`src/rtl/dly_pkg.sv`:
```
package dly_pkg;
  localparam int unsigned ADDR_W     = 11;
  localparam int unsigned SEL_W      = 3;
  localparam int unsigned MIN_LOG2   = 8;
  localparam int unsigned BANK_W     = 2;
  localparam int unsigned SETTLE_CYC = 4;
  localparam int unsigned SYNC_DEPTH = 2;

  typedef enum logic {
    SLOT_WRITE = 1'b0,
    SLOT_READ  = 1'b1
  } slot_e;
endpackage

```
`src/rtl/dly_wrap_ctr.sv`:
```
module dly_wrap_ctr #(
  parameter int unsigned AW       = 11,
  parameter int unsigned SW       = 3,
  parameter int unsigned MIN_LOG2 = 8
) (
  input  logic          clk,
  input  logic          rst_n,
  input  logic          step,
  input  logic [SW-1:0] len_sel,
  output logic [AW-1:0] ptr
);
  localparam int unsigned LW = AW + 1;

  logic [LW-1:0] len_w;
  logic [LW-1:0] last_w;
  logic          at_end;
  logic [AW-1:0] ptr_n;

  always_comb begin
    len_w  = (LW'(len_sel) + LW'(1)) << MIN_LOG2;
    last_w = len_w - LW'(1);
    at_end = ({1'b0, ptr} >= last_w);
    ptr_n  = ptr;
    if (step) begin
      ptr_n = at_end ? '0 : ptr + AW'(1);
    end
  end

  always_ff @(posedge clk or negedge rst_n) begin
    if (!rst_n) begin
      ptr <= '0;
    end else if (step) begin
      ptr <= ptr_n;
    end
  end
endmodule

```
`src/rtl/dly_tgl_sync.sv`:
```
module dly_tgl_sync #(
  parameter int unsigned DEPTH = 2
) (
  input  logic clk,
  input  logic rst_n,
  input  logic tgl_in,
  output logic pulse
);
  logic [DEPTH:0] chain;
  logic [DEPTH:0] chain_n;

  always_comb begin
    chain_n[0] = tgl_in;
  end

  for (genvar i = 1; i <= DEPTH; i++) begin : g_stage
    always_comb begin
      chain_n[i] = chain[i-1];
    end
  end

  always_ff @(posedge clk or negedge rst_n) begin
    if (!rst_n) begin
      chain <= '0;
    end else begin
      chain <= chain_n;
    end
  end

  assign pulse = chain[DEPTH] ^ chain[DEPTH-1];
endmodule

```
`src/rtl/dly_we_gen.sv`:
```
module dly_we_gen
  import dly_pkg::*;
#(
  parameter int unsigned SETTLE = 4
) (
  input  logic  clk,
  input  logic  rst_n,
  input  logic  wclk_lvl,
  input  logic  freeze,
  output slot_e slot,
  output logic  wr_step,
  output logic  mem_we
);
  localparam int unsigned CW = $clog2(SETTLE + 1);
  localparam logic [CW-1:0] CMAX = CW'(SETTLE);

  logic          wclk_q;
  logic [CW-1:0] cnt;
  logic [CW-1:0] cnt_n;

  always_comb begin
    cnt_n = cnt;
    if (wclk_lvl) begin
      cnt_n = '0;
    end else if (cnt != CMAX) begin
      cnt_n = cnt + CW'(1);
    end
  end

  always_ff @(posedge clk or negedge rst_n) begin
    if (!rst_n) begin
      wclk_q <= 1'b1;
      cnt    <= '0;
    end else begin
      wclk_q <= wclk_lvl;
      cnt    <= cnt_n;
    end
  end

  assign slot    = wclk_q ? SLOT_READ : SLOT_WRITE;
  assign wr_step = wclk_lvl & ~wclk_q;
  assign mem_we  = (slot == SLOT_WRITE) & (cnt == CMAX) & ~freeze;
endmodule

```
`src/rtl/dly_bank_dec.sv`:
```
module dly_bank_dec #(
  parameter int unsigned BW = 2
) (
  input  logic [BW-1:0]      sel,
  output logic [(1<<BW)-1:0] cs
);
  localparam int unsigned NB = 1 << BW;

  for (genvar b = 0; b < NB; b++) begin : g_cs
    assign cs[b] = (sel == BW'(b));
  end
endmodule

```
`src/rtl/dly_addr_ctrl.sv`:
```
module dly_addr_ctrl
  import dly_pkg::*;
(
  input  logic                 clk,
  input  logic                 rst_n,
  input  logic                 wclk_lvl,
  input  logic                 rd_tgl,
  input  logic [SEL_W-1:0]     len_sel,
  input  logic                 delay_mode,
  input  logic                 freeze,
  output logic [ADDR_W-1:0]    mem_addr,
  output logic [(1<<BANK_W)-1:0] bank_cs,
  output logic                 mem_we,
  output logic [ADDR_W-1:0]    wr_ptr,
  output logic [ADDR_W-1:0]    rd_ptr
);
  logic  rst_s1, rst_sn;
  slot_e slot;
  logic  wr_step;
  logic  rd_step;

  always_ff @(posedge clk or negedge rst_n) begin
    if (!rst_n) begin
      rst_s1 <= 1'b0;
      rst_sn <= 1'b0;
    end else begin
      rst_s1 <= 1'b1;
      rst_sn <= rst_s1;
    end
  end

  dly_we_gen #(.SETTLE(SETTLE_CYC)) u_we (
    .clk(clk), .rst_n(rst_sn), .wclk_lvl(wclk_lvl), .freeze(freeze),
    .slot(slot), .wr_step(wr_step), .mem_we(mem_we)
  );

  dly_tgl_sync #(.DEPTH(SYNC_DEPTH)) u_sync (
    .clk(clk), .rst_n(rst_sn), .tgl_in(rd_tgl), .pulse(rd_step)
  );

  dly_wrap_ctr #(.AW(ADDR_W), .SW(SEL_W), .MIN_LOG2(MIN_LOG2)) u_wr_ctr (
    .clk(clk), .rst_n(rst_sn), .step(wr_step), .len_sel(len_sel), .ptr(wr_ptr)
  );

  dly_wrap_ctr #(.AW(ADDR_W), .SW(SEL_W), .MIN_LOG2(MIN_LOG2)) u_rd_ctr (
    .clk(clk), .rst_n(rst_sn), .step(rd_step), .len_sel(len_sel), .ptr(rd_ptr)
  );

  always_comb begin
    if (delay_mode || (slot == SLOT_WRITE)) begin
      mem_addr = wr_ptr;
    end else begin
      mem_addr = rd_ptr;
    end
  end

  dly_bank_dec #(.BW(BANK_W)) u_bank (
    .sel(mem_addr[ADDR_W-1 -: BANK_W]), .cs(bank_cs)
  );
endmodule

```
`config.mk`:
```
export PLATFORM = sky130hd
export DESIGN_NAME = dly_addr_ctrl
export DESIGN_NICKNAME = d
export VERILOG_FILES = /design/src/rtl/dly_pkg.sv /design/src/rtl/dly_wrap_ctr.sv /design/src/rtl/dly_tgl_sync.sv /design/src/rtl/dly_we_gen.sv /design/src/rtl/dly_bank_dec.sv /design/src/rtl/dly_addr_ctrl.sv
export SDC_FILE = /design/constraint.sdc
export NUM_CORES = 1
export LEC_CHECK = 0
export ABC_AREA = 1
export CAP_MARGIN = 20
export CELL_PAD_IN_SITES_DETAIL_PLACEMENT = 0
export CELL_PAD_IN_SITES_GLOBAL_PLACEMENT = 1
export CORE_UTILIZATION = 46
export CTS_CLUSTER_SIZE = 12
export DETAILED_ROUTE_END_ITERATION = 8
export DONT_BUFFER_PORTS = 1
export GPL_ROUTABILITY_DRIVEN = 0
export PLACE_DENSITY_LB_ADDON = 0.1
export SLEW_MARGIN = 20
export SYNTH_ARGS = -nofsm -noshare
export SYNTH_HDL_FRONTEND = slang
export SYNTH_SLANG_ARGS = --single-unit
```
`constraint.sdc`:
```
create_clock -name clk -period 2 [get_ports clk]
set_clock_uncertainty 0.05 [all_clocks]
set_input_delay 0.5 -clock clk [delete_from_list [all_inputs] [get_ports clk]]
set_output_delay 0.5 -clock clk [all_outputs]
set_load 0.01 [all_outputs]
```
==> results of run 1 <==
## through the flow
step / hold slack (ps) / area, um^2 / total power, mW
finish: 162 / 2420 / 2.13
global route: 147 / 2420 / 2.30
global placement: 154 / 2170 / 1.60
floorplan: 154 / 2000 / 1.40
detailed placement: 154 / 2170 / 1.61
CTS: 154 / 2330 / 2.13
## report_power, final
part	internal [mW]	switching [mW]
Sequential	0.757	0.193
Clock	0.244	0.223
Combinational	0.298	0.416
## worst max-delay path by stage
| stage | depth (start not counted) | startpoint | endpoint |
|---|---|---|---|
| 2_1_floorplan | 5 | u_we.wclk_q | mem_addr[3] |
| 3_3_place_gp | 5 | u_we.wclk_q | bank_cs[2] |
| 3_5_place_dp | 5 | u_we.wclk_q | bank_cs[3] |
| 4_1_cts | 5 | u_we.wclk_q | bank_cs[3] |
| 5_1_grt | 6 | u_we.wclk_q | mem_addr[7] |
| 6_report | 4 | u_we.wclk_q | mem_addr[1] |
## flip-flops by register name, indices dropped and copies added (netlist names)
register      count
u_we.wclk_q       1
u_we.cnt          3
rst_s1            1
u_rd_ctr.ptr     11
u_wr_ctr.ptr     11
rst_sn            1
u_sync.chain      3
## what timing repair did
item / 4_1_cts / 5_1_grt
gates resized for setup: 21 / 20
endpoints found under the setup margin: 15 / 15
cloned: 2 / 0
pin swaps: 0 / 2
endpoints found under the hold margin: 2 / 0
hold buffers: 1 / 0
buffers inserted: 0 / 2
## cell type report
type / count / area share
Clock buffer: 7 / 0.0315
Clock inverter: 1 / 0.00207
Inverter: 49 / 0.0770
Multi-Input combinational cell: 165 / 0.464
Sequential cell: 31 / 0.321
Tap cell: 50 / 0.0258
Timing Repair Buffer: 21 / 0.0791
## worst max-delay path, stage by stage (launching register included)
cell	delay, ps
sky130_fd_sc_hd__dfstp_2	530
sky130_fd_sc_hd__inv_2	40
sky130_fd_sc_hd__or2_4	260
sky130_fd_sc_hd__buf_6	150
sky130_fd_sc_hd__mux2_2	300
## Yosys cell counts, types with 3 or more instances
library cell	instances	area, um^2
sky130_fd_sc_hd__nor2_1	16	60.1
sky130_fd_sc_hd__inv_1	45	169
sky130_fd_sc_hd__dfrtp_1	30	751
sky130_fd_sc_hd__nand2_2	8	50.1
sky130_fd_sc_hd__o21ai_0	10	50.1
sky130_fd_sc_hd__a21oi_2	9	78.8
sky130_fd_sc_hd__xor2_1	13	114
sky130_fd_sc_hd__nand3_1	9	45.0
sky130_fd_sc_hd__ha_1	11	138
sky130_fd_sc_hd__inv_2	3	11.3
sky130_fd_sc_hd__nand2_1	55	206
sky130_fd_sc_hd__nor2_2	3	18.8
sky130_fd_sc_hd__a21oi_1	3	15.0
sky130_fd_sc_hd__o21ai_1	3	15.0
sky130_fd_sc_hd__nand3_2	6	60.1
sky130_fd_sc_hd__nor3_1	3	15.0
sky130_fd_sc_hd__nor2_4	3	33.8
## metal layers
layer,routed length [um],vias up,share of wire,track usage
met2,2070,39,0.47,0.324
met5,0,-,0,0
li1,-,813,-,-
met4,89,0,0.020,0.0781
met1,1970,703,0.45,0.264
met3,269,10,0.061,0.0817
## logic make-up after synthesis
group	Yosys count	synth area share
muxes	2	0.0113
DFF	31	0.389
other	1	0.00188
buffers and inverters	53	0.109
adders and majority gates	11	0.0689
and+or+nand+nor	107	0.263
AOI/OAI and AO/OA	28	0.0914
xor gates and xnor gates	15	0.0658
==> impl_results.html, run 1 <==
<table>
<tr><th>Metric</th><th>Value</th></tr>
<tr><th colspan="2">Run status</th></tr>
<tr><td>Outcome</td><td>complete, but fails checks</td></tr>
<tr><td>Failing checks</td><td>negative setup slack</td></tr>
<tr><th colspan="2">Timing</th></tr>
<tr><td>Clock period minus worst slack</td><td>2120 ps</td></tr>
<tr><td>Setup violations, final</td><td>13</td></tr>
<tr><td>Count of final max-slew check failures</td><td>0</td></tr>
<tr><td>Share of the clock period used by the worst path</td><td>1.06</td></tr>
<tr><td>Achievable frequency</td><td>0.471 GHz</td></tr>
<tr><td>RSZ-0062 raised after global routing</td><td>yes</td></tr>
<tr><td>Final-report hold violation count</td><td>0</td></tr>
<tr><td>Setup slack after layout</td><td>-122 ps</td></tr>
<tr><td>Final TNS setup</td><td>-959 ps</td></tr>
<tr><th colspan="2">Setup path</th></tr>
<tr><td>Start-to-end type of the worst setup path</td><td>flop to output pin</td></tr>
<tr><td>Startpoint types</td><td>flop</td></tr>
<tr><td>Endpoint of the worst register-to-register path</td><td>u_rd_ctr.ptr[5]</td></tr>
<tr><td>Number of cells on the worst reg-to-reg path</td><td>12</td></tr>
<tr><td>Required time of the critical path</td><td>1450 ps</td></tr>
<tr><td>Endpoint type of the worst setup path</td><td>output pin</td></tr>
<tr><td>Slack of the worst reg-to-reg path</td><td>280 ps</td></tr>
<tr><td>Beginning of the worst register-to-register path</td><td>u_rd_ctr.ptr[1]</td></tr>
<tr><td>Top fanout value on the critical path</td><td>6</td></tr>
<tr><td>Arrival time of the worst setup path</td><td>1570 ps</td></tr>
<tr><th colspan="2">Die</th></tr>
<tr><td>Number of cell rows</td><td>23</td></tr>
<tr><td>Die ar.</td><td>0.00461 mm^2</td></tr>
<tr><td>Die outline width</td><td>67.9 um</td></tr>
<tr><td>Initial core utilization</td><td>0.489</td></tr>
<tr><td>Number of ports placed on the die boundary</td><td>47</td></tr>
<tr><td>Height of the chip</td><td>67.9 um</td></tr>
<tr><td>Placeable core region</td><td>0.00409 mm^2</td></tr>
<tr><th colspan="2">Routing</th></tr>
<tr><td>Total detailed-routing wirelength</td><td>4.40 mm</td></tr>
<tr><td>Detailed-routing iteration count for the pre-antenna-repair pass</td><td>4</td></tr>
<tr><td>Detailed Route Iter0 Violations</td><td>56</td></tr>
<tr><td>Final routed DRC violation total</td><td>0</td></tr>
<tr><td>Via density per instance</td><td>4.83</td></tr>
<tr><td>Wire length per cell</td><td>13.6 um</td></tr>
<tr><td>Routed via count</td><td>1,565</td></tr>
<tr><td>DRT antenna net count</td><td>0</td></tr>
<tr><th colspan="2">Clock tree</th></tr>
<tr><td>Clock transition at the register clock pins on the worst setup and hold paths after CTS</td><td>60 ps</td></tr>
<tr><td>Number of buffers added by the clock tree synthesis step</td><td>5</td></tr>
<tr><td>TritonCTS clock tree</td><td>yes</td></tr>
<tr><td>Number of sinks handled by clock tree synthesis</td><td>31</td></tr>
<tr><td>H-Tree Depth</td><td>2</td></tr>
<tr><td>Buffer type at the clock tree root</td><td>sky130_fd_sc_hd__clkbuf_8</td></tr>
<tr><td>Clock insertion delay at the later pin of the skew report</td><td>280 ps</td></tr>
<tr><td>Max Root-Sink Buffers</td><td>2</td></tr>
<tr><th colspan="2">Global route</th></tr>
<tr><td>Leftover overflow at the end of global routing</td><td>0</td></tr>
<tr><td>Tot GR Track Use</td><td>0.210</td></tr>
<tr><td>First-pass GRT wire length</td><td>7.01 mm</td></tr>
<tr><td>Number of global-route vias before repair</td><td>1,446</td></tr>
<tr><td>Maximum number of pins on one net before global-route repair</td><td>30</td></tr>
<tr><td>Initial antenna violation count</td><td>0</td></tr>
<tr><th colspan="2">Logic synthesis</th></tr>
<tr><td>Syn nets</td><td>268</td></tr>
<tr><td>Yosys warns</td><td>0</td></tr>
<tr><td>Number of storage elements in the synthesis netlist</td><td>31</td></tr>
<tr><td>Dominant register cell in the synthesized netlist</td><td>sky130_fd_sc_hd__dfrtp_1</td></tr>
<tr><td>Fraction of registers with async set or reset after synthesis</td><td>1.00</td></tr>
<tr><td>Average footprint of a synthesized cell</td><td>8.06 um^2</td></tr>
<tr><td>Cell count after synthesis</td><td>248</td></tr>
<tr><td>Post-synthesis cell area</td><td>0.00200 mm^2</td></tr>
<tr><td>EDFF count, synth</td><td>0</td></tr>
<tr><td>Sequential fraction of the synthesis area</td><td>0.389</td></tr>
<tr><td>Post-synthesis cell type count</td><td>30</td></tr>
<tr><th colspan="2">Final layout</th></tr>
<tr><td>Highest-count cells in the layout ignoring fill and taps</td><td>sky130_fd_sc_hd__nand2_1, sky130_fd_sc_hd__inv_1, sky130_fd_sc_hd__dfrtp_1</td></tr>
<tr><td>Inserted Diodes</td><td>0</td></tr>
<tr><td>Most common cell after layout, fill and taps aside</td><td>sky130_fd_sc_hd__nand2_1</td></tr>
<tr><td>Flip-flop and latch area</td><td>777 um^2</td></tr>
<tr><td>Synthesis-to-finish area growth</td><td>21.2%</td></tr>
<tr><td>Number of fill cells in the layout</td><td>365</td></tr>
<tr><td>Fraction of final layout cells sized beyond drive strength 1</td><td>0.310</td></tr>
<tr><td>Fin nets</td><td>293</td></tr>
<tr><td>Area taken by multi-input logic gates</td><td>0.00112 mm^2</td></tr>
<tr><td>Non-filler cells in the finished layout</td><td>324</td></tr>
<tr><td>Layout Utilization</td><td>0.592</td></tr>
<tr><th colspan="2">Worst hold path</th></tr>
<tr><td>Type of the most critical hold path</td><td>input pin to flop</td></tr>
<tr><td>Number of cells traversed by the worst hold path</td><td>0</td></tr>
<tr><td>Launch instance of the worst min-delay path</td><td>wclk_lvl</td></tr>
<tr><td>Min-Delay Endpoint</td><td>u_we.wclk_q</td></tr>
<tr><th colspan="2">Placement</th></tr>
<tr><td>Detailed placement HPWL</td><td>3.31 mm</td></tr>
<tr><td>DP Cell Count</td><td>311</td></tr>
<tr><td>Number of I/O port buffers</td><td>0</td></tr>
<tr><td>Post-Place Setup Slack</td><td>38.2 ps</td></tr>
<tr><th colspan="2">Job</th></tr>
<tr><td>Max-cap violations</td><td>0</td></tr>
<tr><th colspan="2">Power and ir drop</th></tr>
<tr><td>Peak supply drop</td><td>620 uV</td></tr>
<tr><td>Power per unit of standard cell area</td><td>880 mW/mm^2</td></tr>
<tr><td>P_leak</td><td>1.21 nW</td></tr>
</table>
Power figures use the tool's default switching activity.
==> inputs of run 2 (changes only) <==
--- a/config.mk
+++ b/config.mk
@@ -6,7 +6,7 @@
 export NUM_CORES = 1
 export LEC_CHECK = 0
 export ABC_AREA = 1
-export CAP_MARGIN = 20
+export CAP_MARGIN = 5
 export CELL_PAD_IN_SITES_DETAIL_PLACEMENT = 0
 export CELL_PAD_IN_SITES_GLOBAL_PLACEMENT = 1
 export CORE_UTILIZATION = 46
==> results of run 2 <==
Final layout, timing and power as in run 1 (identical DEF).
